File: src/rtl/spi_bidir_ctrl.sv
module spi_bidir_ctrl #(
  parameter int CLK_DIV = 4
) (
  input  logic       clk,
  input  logic       rst_n,
  input  logic [1:0] reg_addr,
  input  logic       reg_we,
  input  logic       reg_re,
  input  logic [7:0] reg_wdata,
  output logic [7:0] reg_rdata,
  output logic       irq,
  output logic       sck_o,
  output logic       sck_oe,
  input  logic       sck_i,
  output logic       ss_n_o,
  output logic       ss_n_oe,
  input  logic       ss_n_i,
  output logic       mosi_o,
  output logic       mosi_oe,
  input  logic       mosi_i,
  output logic       miso_o,
  output logic       miso_oe,
  input  logic       miso_i
);
  localparam int DW = (CLK_DIV > 2) ? $clog2(CLK_DIV) : 1;
  localparam logic [DW-1:0] DIV_LAST = DW'(CLK_DIV - 1);
  localparam logic [1:0] A_CTRL = 2'd0, A_MODE = 2'd1, A_STAT = 2'd2, A_DATA = 2'd3;

  logic [7:0] ctrl, sr, rxbuf, shifted;
  logic [2:0] mode;
  logic [DW-1:0] divcnt;
  logic [3:0] bitcnt;
  logic busy, sck_lvl, rbit, dout, spif, modf, arm_f, arm_m, sck_q;

  logic spie, spe, wom, mstr, cpol, cpha, ssoe, lsbf, bidir, dir_mosi, dir_miso;
  assign {spie, spe, wom, mstr, cpol, cpha, ssoe, lsbf} = ctrl;
  assign {dir_miso, dir_mosi, bidir} = mode;

  logic wr_ctrl, wr_mode, wr_data, rd_stat, data_acc, start, mtick, sedge;
  logic lead, trail, last, rx_in, out_bit, tx_bit, smp, clr_f, mf;

  assign wr_ctrl  = reg_we && reg_addr == A_CTRL;
  assign wr_mode  = reg_we && reg_addr == A_MODE;
  assign wr_data  = reg_we && reg_addr == A_DATA;
  assign rd_stat  = reg_re && reg_addr == A_STAT;
  assign data_acc = (reg_re || reg_we) && reg_addr == A_DATA;
  assign start    = wr_data && spe && mstr && !busy;
  assign mtick    = busy && divcnt == DIV_LAST;
  assign sedge    = spe && !mstr && !ss_n_i && (sck_i != sck_q);
  assign lead     = mstr ? (mtick && !sck_lvl) : (sedge && (sck_i != cpol));
  assign trail    = mstr ? (mtick && sck_lvl)  : (sedge && (sck_i == cpol));
  assign last     = trail && bitcnt == 4'd7;
  assign rx_in    = (bidir ~^ mstr) ? mosi_i : miso_i;
  assign out_bit  = lsbf ? sr[0] : sr[7];
  assign tx_bit   = cpha ? dout : out_bit;
  assign smp      = cpha ? rx_in : rbit;
  assign shifted  = lsbf ? {smp, sr[7:1]} : {sr[6:0], smp};
  assign clr_f    = arm_f && data_acc;
  assign mf       = spe && mstr && !ssoe && !ss_n_i;

  always_ff @(posedge clk or negedge rst_n) begin
    if (!rst_n) begin
      ctrl <= 8'h04; mode <= '0; sr <= '0; rxbuf <= '0; divcnt <= '0; bitcnt <= '0;
      busy <= 1'b0; sck_lvl <= 1'b0; rbit <= 1'b0; dout <= 1'b0; sck_q <= 1'b0;
      spif <= 1'b0; modf <= 1'b0; arm_f <= 1'b0; arm_m <= 1'b0;
    end else begin
      sck_q <= sck_i;
      if (wr_ctrl) ctrl <= reg_wdata;
      if (wr_mode) mode <= reg_wdata[2:0];
      if (busy) divcnt <= mtick ? '0 : divcnt + DW'(1);
      if (mtick) sck_lvl <= !sck_lvl;
      if (lead) begin
        if (cpha) dout <= out_bit;
        else      rbit <= rx_in;
      end
      if (trail) begin
        sr <= shifted;
        bitcnt <= bitcnt + 4'd1;
      end
      if (last) begin
        bitcnt <= '0;
        rxbuf <= shifted;
        busy <= 1'b0;
      end
      if (!mstr && ss_n_i) bitcnt <= '0;
      if (!spe) begin
        busy <= 1'b0;
        sck_lvl <= 1'b0;
      end
      if (start) begin
        sr <= reg_wdata; busy <= 1'b1; divcnt <= '0; sck_lvl <= 1'b0; bitcnt <= '0;
      end else if (wr_data && !mstr && bitcnt == 4'd0) begin
        sr <= reg_wdata;
      end
      if (rd_stat && spif) arm_f <= 1'b1;
      else if (clr_f)      arm_f <= 1'b0;
      if (last)       spif <= 1'b1;
      else if (clr_f) spif <= 1'b0;
      if (rd_stat && modf) arm_m <= 1'b1;
      else if (wr_ctrl)    arm_m <= 1'b0;
      if (mf)                      modf <= 1'b1;
      else if (arm_m && wr_ctrl)   modf <= 1'b0;
    end
  end

  always_comb begin
    case (reg_addr)
      A_CTRL:  reg_rdata = ctrl;
      A_MODE:  reg_rdata = {5'b0, mode};
      A_STAT:  reg_rdata = {spif, 2'b0, modf, 4'b0};
      default: reg_rdata = rxbuf;
    endcase
  end

  assign irq = spie && (spif || modf);

  logic mosi_en, miso_en, sck_en, sck_val;
  assign mosi_en = spe && mstr && (!bidir || dir_mosi);
  assign miso_en = spe && !mstr && (bidir ? dir_miso : !ss_n_i);
  assign sck_en  = spe && mstr;
  assign sck_val = cpol ^ sck_lvl;

  assign mosi_o  = !wom && tx_bit;
  assign mosi_oe = mosi_en && (!wom || !tx_bit);
  assign miso_o  = !wom && tx_bit;
  assign miso_oe = miso_en && (!wom || !tx_bit);
  assign sck_o   = !wom && sck_val;
  assign sck_oe  = sck_en && (!wom || !sck_val);
  assign ss_n_o  = !busy;
  assign ss_n_oe = spe && mstr && ssoe;

  a_r12_never_drive_high: assert property (@(posedge clk) disable iff (!rst_n)
    wom |-> !((mosi_oe && mosi_o) || (miso_oe && miso_o) || (sck_oe && sck_o)));
  a_r10_one_shared_pad: assert property (@(posedge clk) disable iff (!rst_n)
    (spe && bidir) |-> !(mosi_oe && miso_oe));
  a_r3_start_busy: assert property (@(posedge clk) disable iff (!rst_n)
    start |=> busy);
  a_r3_idle_level: assert property (@(posedge clk) disable iff (!rst_n)
    (spe && mstr && !busy && !wom) |-> (sck_o == cpol));
  a_r8_irq_masked: assert property (@(posedge clk) disable iff (!rst_n)
    !spie |-> !irq);
  a_r7_fault_sets: assert property (@(posedge clk) disable iff (!rst_n)
    mf |=> modf);
  a_r6_flag_holds: assert property (@(posedge clk) disable iff (!rst_n)
    (spif && !clr_f) |=> spif);
endmodule

File: config.mk
export PLATFORM = sky130hd
export DESIGN_NAME = spi_bidir_ctrl
export DESIGN_NICKNAME = d
export VERILOG_FILES = /design/src/rtl/spi_bidir_ctrl.sv
export SDC_FILE = /design/constraint.sdc
export NUM_CORES = 1
export LEC_CHECK = 0
export BUFFER_PORTS_ARGS = -buffer_cell sky130_fd_sc_hd__buf_2
export CAP_MARGIN = 20
export CORE_MARGIN = 2
export CORE_UTILIZATION = 60
export CTS_CLUSTER_SIZE = 20
export DETAILED_ROUTE_END_ITERATION = 7
export PLACE_DENSITY = 0.82
export RECOVER_POWER = 100
export SKIP_LAST_GASP = 1
export SLEW_MARGIN = 15
export SYNTH_ARGS = -nofsm -noshare
export SYNTH_HDL_FRONTEND = slang
export SYNTH_SLANG_ARGS = --single-unit
File: constraint.sdc
create_clock -name clk -period 4.3 [get_ports clk]
set_clock_uncertainty 0.15 [all_clocks]
set_input_delay 0.43 -clock clk [delete_from_list [all_inputs] [get_ports clk]]
set_output_delay 0.43 -clock clk [all_outputs]
set_load 0.1 [all_outputs]
# [After elaboration in Yosys (flattened, before gate mapping)]
# Index checks and enable logic that the tools add are counted.
[op_classes] addsub=2 n_eq_ne=10 muxes=32 bitwise_logic=3 reduce_logical=61
[ops] operator="1-bit logical AND" count=36
[ops] operator="8-bit two-way mux" count=4
[ops] operator="8-bit one-hot mux with 3 select lines" count=1
[ops] operator="1-bit two-way mux" count=20
[ops] operator="4-bit two-way mux" count=4
[ops] operator="2-bit nonzero test" count=5
[ops] operator="1-bit logical NOT" count=9
[ops] operator="2-bit == test, second input constant" count=3
[ops] operator="2-bit two-way mux" count=3
[ops] operator="3-bit by 1-bit inequality test with 1-bit output, second input constant" count=2
[ops] operator="1-bit logical OR" count=5
[ops] operator="4-bit by 1-bit adder with 4-bit output, second input constant" count=1
[ops] operator="4-bit by 3-bit == test with 1-bit output, second input constant" count=1
[ops] operator="4-bit logical NOT" count=1
[ops] operator="2-bit AND reduction" count=2
[ops] operator="4-bit nonzero test" count=1
[ops] operator="3-bit nonzero test" count=1
[ops] operator="2-bit by 1-bit adder with 2-bit output, second input constant" count=1
[ops] operator="2-bit by 1-bit == test with 1-bit output, second input constant" count=1
[ops] operator="2-bit logical NOT" count=1
[ops] operator="1-bit inequality test" count=2
[ops] operator="1-bit == test" count=1
[ops] operator="1-bit NOT" count=1
[ops] operator="1-bit XNOR" count=1
[ops] operator="1-bit bitwise XOR" count=1
[totals] regBits=42 inputBits=18 output_inout_bits=17 wordCells=123

# [Longest topological paths before layout]
# Gate-level depths: netlist of run 1.
[logic_depth] depth_word=10 depth_mapped=7 ltp_nobuf=6

# [Worst setup path after synthesis of run 1]
# No wires, ideal clock.
[synth_timing] path_type="flip-flop to output port" from="register ctrl[2]" to="output mosi_oe" arrival_time_ns=3.165 t_required_ns=3.720 slack_ns=0.555 path_stages_with_launch=5 n_path_buf=1 cell_sequence="dfstp_2 -> clkbuf_1 -> nand2b_1 -> o211ai_1 -> nor3b_1"
[synth_between] elab_chain_cells=4
[synth_rtl] item="start, declared" line_no="29" text="logic [7:0] ctrl, sr, rxbuf, shifted;"
[synth_rtl] item="start signal, assigned" line_no="68" text="if (wr_ctrl) ctrl <= reg_wdata;"
[synth_rtl] item="1-bit two-way mux" line_no="55" text="assign tx_bit = cpha ? dout : out_bit;"
[synth_rtl] item="1-bit logical NOT" line_no="124" text="assign mosi_oe = mosi_en && (!wom || !tx_bit);"
[synth_rtl] item="1-bit logical OR" line_no="124"
[synth_rtl] item="1-bit logical AND" line_no="124"
[synth_rtl] item="end, declared" line_no="19" text="output logic mosi_oe,"
# No other way between the ends.

# [Worst setup path in the final report of run 1]
[layout_timing] from="register ctrl[0]" to="output mosi_oe"
[layout_between] elab_chain_cells=5
[layout_rtl] item="1-bit two-way mux" line_no="54" text="assign out_bit = lsbf ? sr[0] : sr[7];"
[layout_rtl] item="1-bit two-way mux" line_no="55"
[layout_rtl] item="1-bit logical NOT" line_no="124"
[layout_rtl] item="1-bit logical OR" line_no="124"
[layout_rtl] item="1-bit logical AND" line_no="124"
# No other way between the ends.

==> results.sh, run 1 <==
export IMPL_synthTopCellsByArea="dfrtp_1 42%, mux2_2 11%, nand2_1 4.5%, o21ai_0 3.9%, mux2_4 3.1%"
export IMPL_path_buf_inv=1
export IMPL_antenna_left=0
export IMPL_setup_slack_ns=1.037
export IMPL_multi_input_area_mm2=0.001231
export IMPL_arrival_ns=2.68
export IMPL_ir_drop_mv=0.4054
export IMPL_fin_tns_setup_ns=0
export IMPL_cts_sinks=42
export IMPL_syn_area_mm2=0.002416
export IMPL_clock_latency_ns=0.30
export IMPL_dp_slack_ns=1.688
export IMPL_violations="max-capacitance violations, max-slew violations"
export IMPL_synth_largest_area_cell="dfrtp_1"
export IMPL_power_density_mw_per_mm2=514.7
export IMPL_synthToLayoutAreaGrowth_pct=8.131
export IMPL_rsz0062_at_grt="false"
export IMPL_num_fill_cells=349
export IMPL_hold_class="input pin to flip-flop"
export IMPL_drv_slew=43
export IMPL_via_count=1924
export IMPL_r2r_end="rxbuf[1]"
export IMPL_min_to="sck_q"
export IMPL_diodes=0
export IMPL_fin_crit_sh=0.7589
export IMPL_start_kind="flip-flop"
export IMPL_port_buffers=34
export IMPL_syn_mean_instance_area_um2=10.24
export IMPL_r2r_cells=3
export IMPL_min_from="sck_i"
export IMPL_cts_tree="done"
export IMPL_synth_cell_types=45
export IMPL_antenna_found_initial=0
export IMPL_grt_pass1_vias=1720
export IMPL_yosysMostFrequentCell="dfrtp_1"
export IMPL_numCtsBuffers=5
export IMPL_slowest_stage="clkbuf_1"
export IMPL_drc=0
export IMPL_finish_utilization=0.6626
export IMPL_period_minus_slack_ns=3.263
export IMPL_start_util=0.6128
export IMPL_synthFlopType="dfrtp_1"
export IMPL_combPwrFrac=0.377
export IMPL_layout_drive_gt1_share=0.1863
export IMPL_place_congestion=0.8769
export IMPL_crit_type="flip-flop to output pin"
export IMPL_dieArea_mm2=0.004550
export IMPL_clk_pin_slew_worst_paths_ns=0.07
export IMPL_hold_buffers=0
export IMPL_cts_htree_levels=2
export IMPL_dr_pass1_iters=5
export IMPL_clock_root_buffer="clkbuf_8"
export IMPL_first_iter_violations=180
export IMPL_hold_violations=0
export IMPL_reg2reg_slack_ns=1.70
export IMPL_core_area_mm2=0.003943
export IMPL_finalSetupViolCount=0
export IMPL_synth_edff_count=0
export IMPL_wl_um=5466
export IMPL_die_x_um=67.46
export IMPL_fp_row_count=23
export IMPL_post_cts_resize_count=0
export IMPL_cp_required_ns=3.72
export IMPL_pwr_share_seq=0.428
export IMPL_crit_path_max_incr_delay_ns=0.89
export IMPL_clkPwrFrac=0.196
export IMPL_synthArstFlopShare=1.000
export IMPL_internal_power_w=0.0007729
export IMPL_post_cts_buffers=0
export IMPL_grt_pass1_wl_um=8749
export IMPL_yosysSeqAreaShare=0.4355
export IMPL_syn_inst=236
export IMPL_wl_per_cell_um=17.46
export IMPL_relSlewSlack=-0.4966
export IMPL_fmax_mhz=306.4
export IMPL_synth_warnings=0
export IMPL_synth_commonest_cells="41 x dfrtp_1, 29 x nand2_1, 23 x mux2_2"
export IMPL_grt_overflow_total=0
export IMPL_clockBufferDepth=2
export IMPL_grt_max_degree=43
export IMPL_nets=283
export IMPL_die_h_um=67.46
export IMPL_crit_family="buffers and inverters"
export IMPL_synth_nets=257
export IMPL_track_usage=0.2652
export IMPL_p_switching_w=0.0005718
export IMPL_swShare=0.4252
export IMPL_hold_path_cell_count=1
export IMPL_crit_fanout=14
export IMPL_synth_top_area_share=0.4247
export IMPL_r2r_start="ctrl[4]"
export IMPL_ys_seq_elements=42
export IMPL_worstPathCellList="mux2_2 > o211ai_1 > nor3b_1 > clkbuf_1"
export IMPL_worst_pin_slew_ns=2.245
export IMPL_regArea_mm2=0.001052
export IMPL_io_pins=35
export IMPL_endpoint_kind="output pin"
export IMPL_drt_vias_per_instance=6.147
export IMPL_hpwl_um=3952
export IMPL_p_leak_nw=1.142
export IMPL_cap_violations=1
export IMPL_status="finished, violations left"
## per-stage QoR
step                      instance area [um^2]  cells  hold WS, ns   power, W
after floorplan                           2416    236     -0.01559  0.0009911
after global placement                    2569    305       0.3322   0.001084
after detailed placement                  2569    305       0.3375   0.001095
after CTS                                 2660    313       0.1353   0.001358
after global routing                      2613    313       0.1631   0.001418
final                                     2613    313       0.1636   0.001345
## registers in the layout, summed over array words and instances, names as in the netlist, 2 cells and up
register,cells
divcnt,2
sr,8
mode,3
ctrl,8
bitcnt,4
rxbuf,8
## worst max-delay path by stage
stage,from,end,slack [ns],depth (start not counted)
after floorplan,ctrl[2],mosi_oe,0.55,4
after global placement,ctrl[4],rxbuf[1],1.79,3
after detailed placement,ctrl[4],rxbuf[1],1.69,3
after CTS,ctrl[0],mosi_oe,1.50,4
after global routing,ctrl[0],mosi_oe,0.86,4
final,ctrl[0],mosi_oe,1.04,4
## area by class of cell
cell class / count / share of cell area
Clock buffer: 7 / 0.03305
Clock inverter: 1 / 0.001916
Inverter: 7 / 0.01006
Multi-Input combinational cell: 171 / 0.4713
Sequential cell: 42 / 0.4028
Tap cell: 50 / 0.02395
Timing Repair Buffer: 35 / 0.05699
## cells in the final DEF, fill, tap and decap left out, types with 2 or more instances in the layout
| master | instances |
|---|---|
| xnor2_1 | 3 |
| o31ai_1 | 9 |
| o21ai_0 | 19 |
| nor2b_1 | 5 |
| a22o_1 | 6 |
| mux2i_1 | 7 |
| and3b_1 | 3 |
| mux2_1 | 5 |
| nand4_1 | 4 |
| dfrtp_1 | 41 |
| ha_1 | 3 |
| nand2_1 | 29 |
| o211ai_1 | 2 |
| nor3_1 | 8 |
| nand3b_1 | 2 |
| mux2_2 | 23 |
| o211a_1 | 2 |
| a21oi_1 | 8 |
| o21a_1 | 2 |
| clkbuf_1 | 22 |
| inv_1 | 7 |
| nor3b_1 | 3 |
| nor2_1 | 8 |
| or3_1 | 2 |
| buf_2 | 14 |
| clkbuf_8 | 6 |
| and3_1 | 2 |
## cells by family after synthesis
group | share of synthesized area
simple gates | 0.1616
compound gates | 0.1621
flops | 0.4355
mux | 0.1673
buf+inv | 0.04713
xor+xnor | 0.01088
fa+ha+maj | 0.01554
## routing by layer
layer  track usage  share of wire
met4       0.06122          0.010
met2        0.3899           0.45
met1        0.3983           0.48
met3       0.06000          0.065
met5             0              0
## power groups by stage
stage | Combinational, W | Clock [W] | Sequential (W)
after global routing | 0.000542 | 0.000291 | 0.000585
after floorplan | 0.000455 | 0 | 0.000536
after CTS | 0.000517 | 0.000268 | 0.000573
final | 0.000507 | 0.000263 | 0.000575
after detailed placement | 0.000514 | 0 | 0.000581
after global placement | 0.000509 | 0 | 0.000575
## worst reg2reg max path, stage by stage, from the launching register on
cell and delay, ns:
dfrtp_1 0.61, nand4_1 0.56, a211oi_4 0.77, mux2_2 0.40
Power figures use the tool's default switching activity.
==> run 2, diff against run 1 <==
- CORE_UTILIZATION: 60 -> 57
- PLACE_DENSITY: 0.82 -> 0.79
- clock period: 4.3 -> 3.3 ns (I/O delays scaled with it)
==> run 2 against run 1 <==
Largest power group unchanged. Critical path depth stayed put. Cell count is 0.32% higher. Core utilization fell by 1.6 points. Clock power grew 22%. Global-route usage down 0.70 points. Sequential share of layout area rose by 0.12 points. Setup slack got worse by 0.65 ns. Register-to-register slack lost 1.1 ns. Largest cell class unchanged. Count of clock-buffer cells in the layout grew 1. Worst hold slack lost 0.11 ns. The run still ends with max-capacitance violations, max-slew violations left.
==> results.sh, run 2 (synthesized netlist as in run 1, its figures left out) <==
export IMPL_status="finished, violations left"
export IMPL_violations="max-capacitance violations, max-slew violations"
export IMPL_whs_ns=0.05057
export IMPL_wl_per_cell_um=18.25
export IMPL_layout_drive_gt1_share=0.2008
export IMPL_endpoint_kind="output pin"
export IMPL_combPwrFrac=0.387
export IMPL_hold_violations=0
export IMPL_fin_tns_setup_ns=0
export IMPL_drt_vias_per_instance=6.210
export IMPL_antenna_left=0
export IMPL_p_leak_nw=1.142
export IMPL_drv_slew=43
export IMPL_period_minus_slack_ns=2.914
export IMPL_first_iter_violations=225
export IMPL_swShare=0.4319
export IMPL_grt_overflow_total=0
export IMPL_finalSetupViolCount=0
export IMPL_relSlewSlack=-0.5007
export IMPL_cap_violations=1
export IMPL_clkPwrFrac=0.184
export IMPL_cts_tree="done"
export IMPL_io_pins=35
export IMPL_largest_registers="ctrl x8, rxbuf x8, sr x8"
export IMPL_wl_um=5729
export IMPL_track_usage=0.2582
export IMPL_fp_row_count=23
export IMPL_internal_power_w=0.0009917
export IMPL_fmax_mhz=343.1
export IMPL_post_cts_buffers=0
export IMPL_worst_pin_slew_ns=2.251
export IMPL_clock_root_buffer="clkbuf_8"
export IMPL_hold_class="input pin to flip-flop"
export IMPL_power_density_mw_per_mm2=670.1
export IMPL_post_cts_resize_count=0
export IMPL_finish_utilization=0.6466
export IMPL_r2r_start="ctrl[4]"
export IMPL_synthToLayoutAreaGrowth_pct=7.820
export IMPL_crit_type="input pin to output pin"
export IMPL_dr_pass1_iters=4
export IMPL_core_area_mm2=0.004029
export IMPL_layout_common_cells="41 x dfrtp_1, 29 x nand2_1, 26 x mux2_2"
export IMPL_nets=284
export IMPL_cp_required_ns=2.82
export IMPL_start_util=0.5997
export IMPL_diodes=0
export IMPL_clock_latency_ns=0.30
export IMPL_p_switching_w=0.0007541
export IMPL_clockBufferDepth=2
export IMPL_grt_pass1_vias=1958
export IMPL_dieArea_mm2=0.004776
export IMPL_via_count=1950
export IMPL_antenna_found_initial=0
export IMPL_cts_sinks=42
export IMPL_crit_fanout=12
export IMPL_numCtsBuffers=5
export IMPL_die_h_um=69.11
export IMPL_pwr_share_seq=0.429
export IMPL_grt_pass1_wl_um=9846
export IMPL_rsz0062_at_grt="false"
export IMPL_hold_buffers=0
export IMPL_hpwl_um=4169
export IMPL_drc=0
export IMPL_crit_path_start="reg_addr[1]"
export IMPL_ir_drop_mv=0.4278
export IMPL_fin_crit_sh=0.8831
export IMPL_clk_pin_slew_worst_paths_ns=0.08
export IMPL_min_from="sck_i"
export IMPL_grt_max_degree=43
export IMPL_die_x_um=69.11
export IMPL_port_buffers=34
export IMPL_cts_htree_levels=2
export IMPL_arrival_ns=2.43
export IMPL_start_kind="input pin"
export IMPL_place_congestion=0.9033
export IMPL_layout_commonest_cell="dfrtp_1"
## run 2: cell types whose count changed in the layout (fill, tap and decap cells not counted), moves of 2 or more
cell and delta:
o21ai_1 +4, mux2_1 -3, mux2_2 +3, o21ai_0 -3, clkbuf_2 +2
## run 2: critical path, cell delays in order
cell and delay [ns]:
clkbuf_1 0.37, and2_0 0.61, a22o_1 0.23, clkbuf_1 0.88
## run 2: final cells by class
type / count / area, um^2
Tap cell: 50 / 62.56
Multi-Input combinational cell: 171 / 1225
Clock buffer: 8 / 80.08
Fill cell: 362 / 1424
Inverter: 7 / 26.28
Timing Repair Buffer: 36 / 158.9
Sequential cell: 42 / 1052
## run 2: worst paths after layout
path,endpoint,cells past startpoint,slack (ns)
worst min register to register,rxbuf[4],1,0.36
worst max-delay path,reg_rdata[3],4,0.39
worst min-delay path,sck_q,1,0.05
max in group asynchronous,mode[2],1,1.17
min in group asynchronous,arm_f,1,0.54
worst max register to register,rxbuf[6],4,0.57
## run 2: stage by stage
stage | cell area, um^2 | setup slack [ns] | cells | total power (W)
after floorplan | 2421 | 0.6307 | 236 | 0.001294
after detailed placement | 2581 | 0.8848 | 306 | 0.001438
final | 2605 | 0.3857 | 314 | 0.001746
after global placement | 2581 | 0.9633 | 306 | 0.001419
after CTS | 2661 | 0.6380 | 314 | 0.001755
after global routing | 2605 | 0.2540 | 314 | 0.001836
## run 2: power by group through the flow
stage / Sequential, W / Clock [W] / Combinational, W
after floorplan: 0.000699 / 0 / 0.000595
after global placement: 0.000748 / 0 / 0.000671
after detailed placement: 0.000754 / 0 / 0.000684
after CTS: 0.000743 / 0.000324 / 0.000688
after global routing: 0.000762 / 0.000352 / 0.000722
final: 0.000749 / 0.000321 / 0.000676
## run 2: layer usage
metal  wire length (um)  vias up  global-route usage  share of wire
met5                  0        -                   0              0
met4                112        0             0.08932          0.020
met3                297       13             0.05702          0.052
met2               2629       63              0.3921           0.46
met1               2689      964              0.3661           0.47
li1                   -      910                   -              -
==> run 3, diff against run 2 <==
- CORE_UTILIZATION: 57 -> 51
- PLACE_DENSITY: 0.79 -> 0.74
- clock period: 3.3 -> 2.6 ns (I/O delays scaled with it)
==> run 3 against run 2 <==
The flow now finishes without violations. Register-to-register slack got worse by 0.27 ns. Critical path type is now input pin to flip-flop. Count of clock-buffer cells in the layout fell by 1. Total power up 29%. Highest routed layer unchanged. Sequential power rose by 24%. Non-clock buffer count grew 7. Clock power is 36% higher. Die area is 11% higher. Design area up 3.8%. Global-route usage decreased by 2.3 points. Via count grew 0.10%. Core utilization fell by 6.3 points.
==> results.sh, run 3 (synthesized netlist as in run 1, its figures left out) <==
export IMPL_hold_path_cell_count=3
export IMPL_fin_cells=325
export IMPL_numCtsBuffers=5
export IMPL_whs_ns=0.04547
export IMPL_hold_class="input pin to flip-flop"
export IMPL_finish_utilization=0.5841
export IMPL_fp_row_count=25
export IMPL_die_h_um=72.83
export IMPL_post_cts_resize_count=0
export IMPL_pwr_share_seq=0.411
export IMPL_combPwrFrac=0.395
export IMPL_clockBufferDepth=2
export IMPL_finalSetupViolCount=0
export IMPL_crit_type="input pin to flip-flop"
export IMPL_cts_tree="done"
export IMPL_wl_per_cell_um=17.41
export IMPL_layout_drive_gt1_share=0.2583
export IMPL_drv_slew=0
export IMPL_nets=291
export IMPL_hpwl_um=4175
export IMPL_status="complete, no violations"
export IMPL_period_minus_slack_ns=2.385
export IMPL_p_switching_w=0.0009505
export IMPL_antenna_found_initial=0
export IMPL_cts_htree_levels=2
export IMPL_die_x_um=72.83
export IMPL_layout_commonest_cell="dfrtp_1"
export IMPL_grt_overflow_total=0
export IMPL_min_to="sr[4]"
export IMPL_fmax_mhz=419.2
export IMPL_place_area_mm2=0.002624
export IMPL_power_density_mw_per_mm2=832.5
export IMPL_cp_required_ns=2.64
export IMPL_internal_power_w=0.001301
export IMPL_grt_max_degree=43
export IMPL_crit_fanout=11
export IMPL_cap_violations=0
export IMPL_largest_registers="ctrl x8, rxbuf x8, sr x8"
export IMPL_port_buffers=34
export IMPL_drc=0
export IMPL_clock_latency_ns=0.30
export IMPL_p_leak_nw=1.231
export IMPL_via_count=1952
export IMPL_min_from="reg_wdata[4]"
export IMPL_track_usage=0.2355
export IMPL_clkPwrFrac=0.194
export IMPL_endpoint_kind="flip-flop"
export IMPL_worst_pin_slew_ns=1.161
export IMPL_arrival_ns=2.42
export IMPL_reg2reg_slack_ns=0.30
export IMPL_fin_crit_sh=0.9175
export IMPL_grt_pass1_vias=1868
export IMPL_layout_common_cells="41 x dfrtp_1, 29 x nand2_1, 22 x mux2_2"
export IMPL_post_cts_buffers=0
export IMPL_drt_vias_per_instance=6.006
export IMPL_start_util=0.5219
export IMPL_swShare=0.4222
export IMPL_start_kind="input pin"
export IMPL_dp_cells=315
export IMPL_fin_area_mm2=0.002704
export IMPL_relSlewSlack=0.2293
export IMPL_dieArea_mm2=0.005304
export IMPL_r2r_start="ctrl[4]"
export IMPL_r2r_end="rxbuf[1]"
export IMPL_io_pins=35
export IMPL_fin_tns_setup_ns=0
export IMPL_ir_drop_mv=0.3369
export IMPL_grt_pass1_wl_um=9349
export IMPL_clock_root_buffer="clkbuf_8"
export IMPL_hold_violations=0
export IMPL_dr_pass1_iters=4
export IMPL_cts_sinks=42
export IMPL_clk_pin_slew_worst_paths_ns=0.08
export IMPL_r2r_cells=4
export IMPL_place_congestion=0.8729
export IMPL_synthToLayoutAreaGrowth_pct=11.91
export IMPL_wl_um=5658
export IMPL_core_area_mm2=0.004629
export IMPL_rsz0062_at_grt="false"
export IMPL_first_iter_violations=132
export IMPL_antenna_left=0
export IMPL_diodes=0
## run 3: cell types whose count changed in the layout (fill, tap and decap cells not counted), moves of 2 or more
cell	change
buf_4	+3
clkbuf_1	-15
clkbuf_2	+14
dlygate4sd3_1	+2
mux2_1	+4
mux2_2	-4
## run 3: power by group through the flow
stage,Sequential [W],Clock (W),Combinational [W]
final,0.000926,0.000436,0.000889
after floorplan,0.000887,0,0.000755
after global routing,0.000946,0.000467,0.000957
after detailed placement,0.000938,0,0.000892
after CTS,0.000924,0.000446,0.000899
after global placement,0.000932,0,0.000880
## run 3: worst max-delay path by stage
stage / startpoint / endpoint / slack, ns / cells past startpoint
after floorplan: ctrl[2] / reg_rdata[2] / 0.0007 / 3
after global placement: ctrl[4] / rxbuf[0] / 0.33 / 4
after detailed placement: ctrl[4] / rxbuf[1] / 0.27 / 4
after CTS: sck_i / rxbuf[1] / 0.17 / 6
after global routing: sck_i / rxbuf[1] / 0.12 / 6
final: sck_i / rxbuf[1] / 0.21 / 6
## run 3: repair_timing
item                                    CTS  global route
hold buffers                              2             0
endpoints found under the setup margin    0             0
hold endpoints to repair                 42             0
## run 3: layer usage
| metal | share of wire | wire, um | track usage | vias up |
|---|---|---|---|---|
| li1 | - | - | - | 923 |
| met1 | 0.47 | 2668 | 0.3319 | 968 |
| met2 | 0.46 | 2622 | 0.3586 | 52 |
| met3 | 0.043 | 246 | 0.04006 | 9 |
| met4 | 0.021 | 121 | 0.1008 | 0 |
| met5 | 0 | 0 | 0 | - |
## run 3: critical path, cell delays in order
cell and delay (ns):
dlygate4sd3_1 0.54, clkbuf_1 0.14, nor3b_2 0.26, o21ai_2 0.22
a211oi_4 0.59, mux2_2 0.40
## run 3: per-stage QoR
step / setup slack [ns] / power [W]
6_report: 0.2145 / 0.002251
2_1_floorplan: 0.0007139 / 0.001643
3_3_place_gp: 0.3305 / 0.001812
5_1_grt: 0.1214 / 0.002371
4_1_cts: 0.1725 / 0.002269
3_5_place_dp: 0.2712 / 0.001830
## run 3: final cells by class
| type | count | area [um^2] |
|---|---|---|
| clock buffers | 7 | 86.33 |
| clock inverters | 1 | 5.005 |
| fillers | 421 | 1926 |
| inverters | 7 | 26.28 |
| multi-input cells | 171 | 1236 |
| flip-flops and latches | 42 | 1052 |
| well taps | 54 | 67.56 |
| repair buffers | 43 | 230.2 |
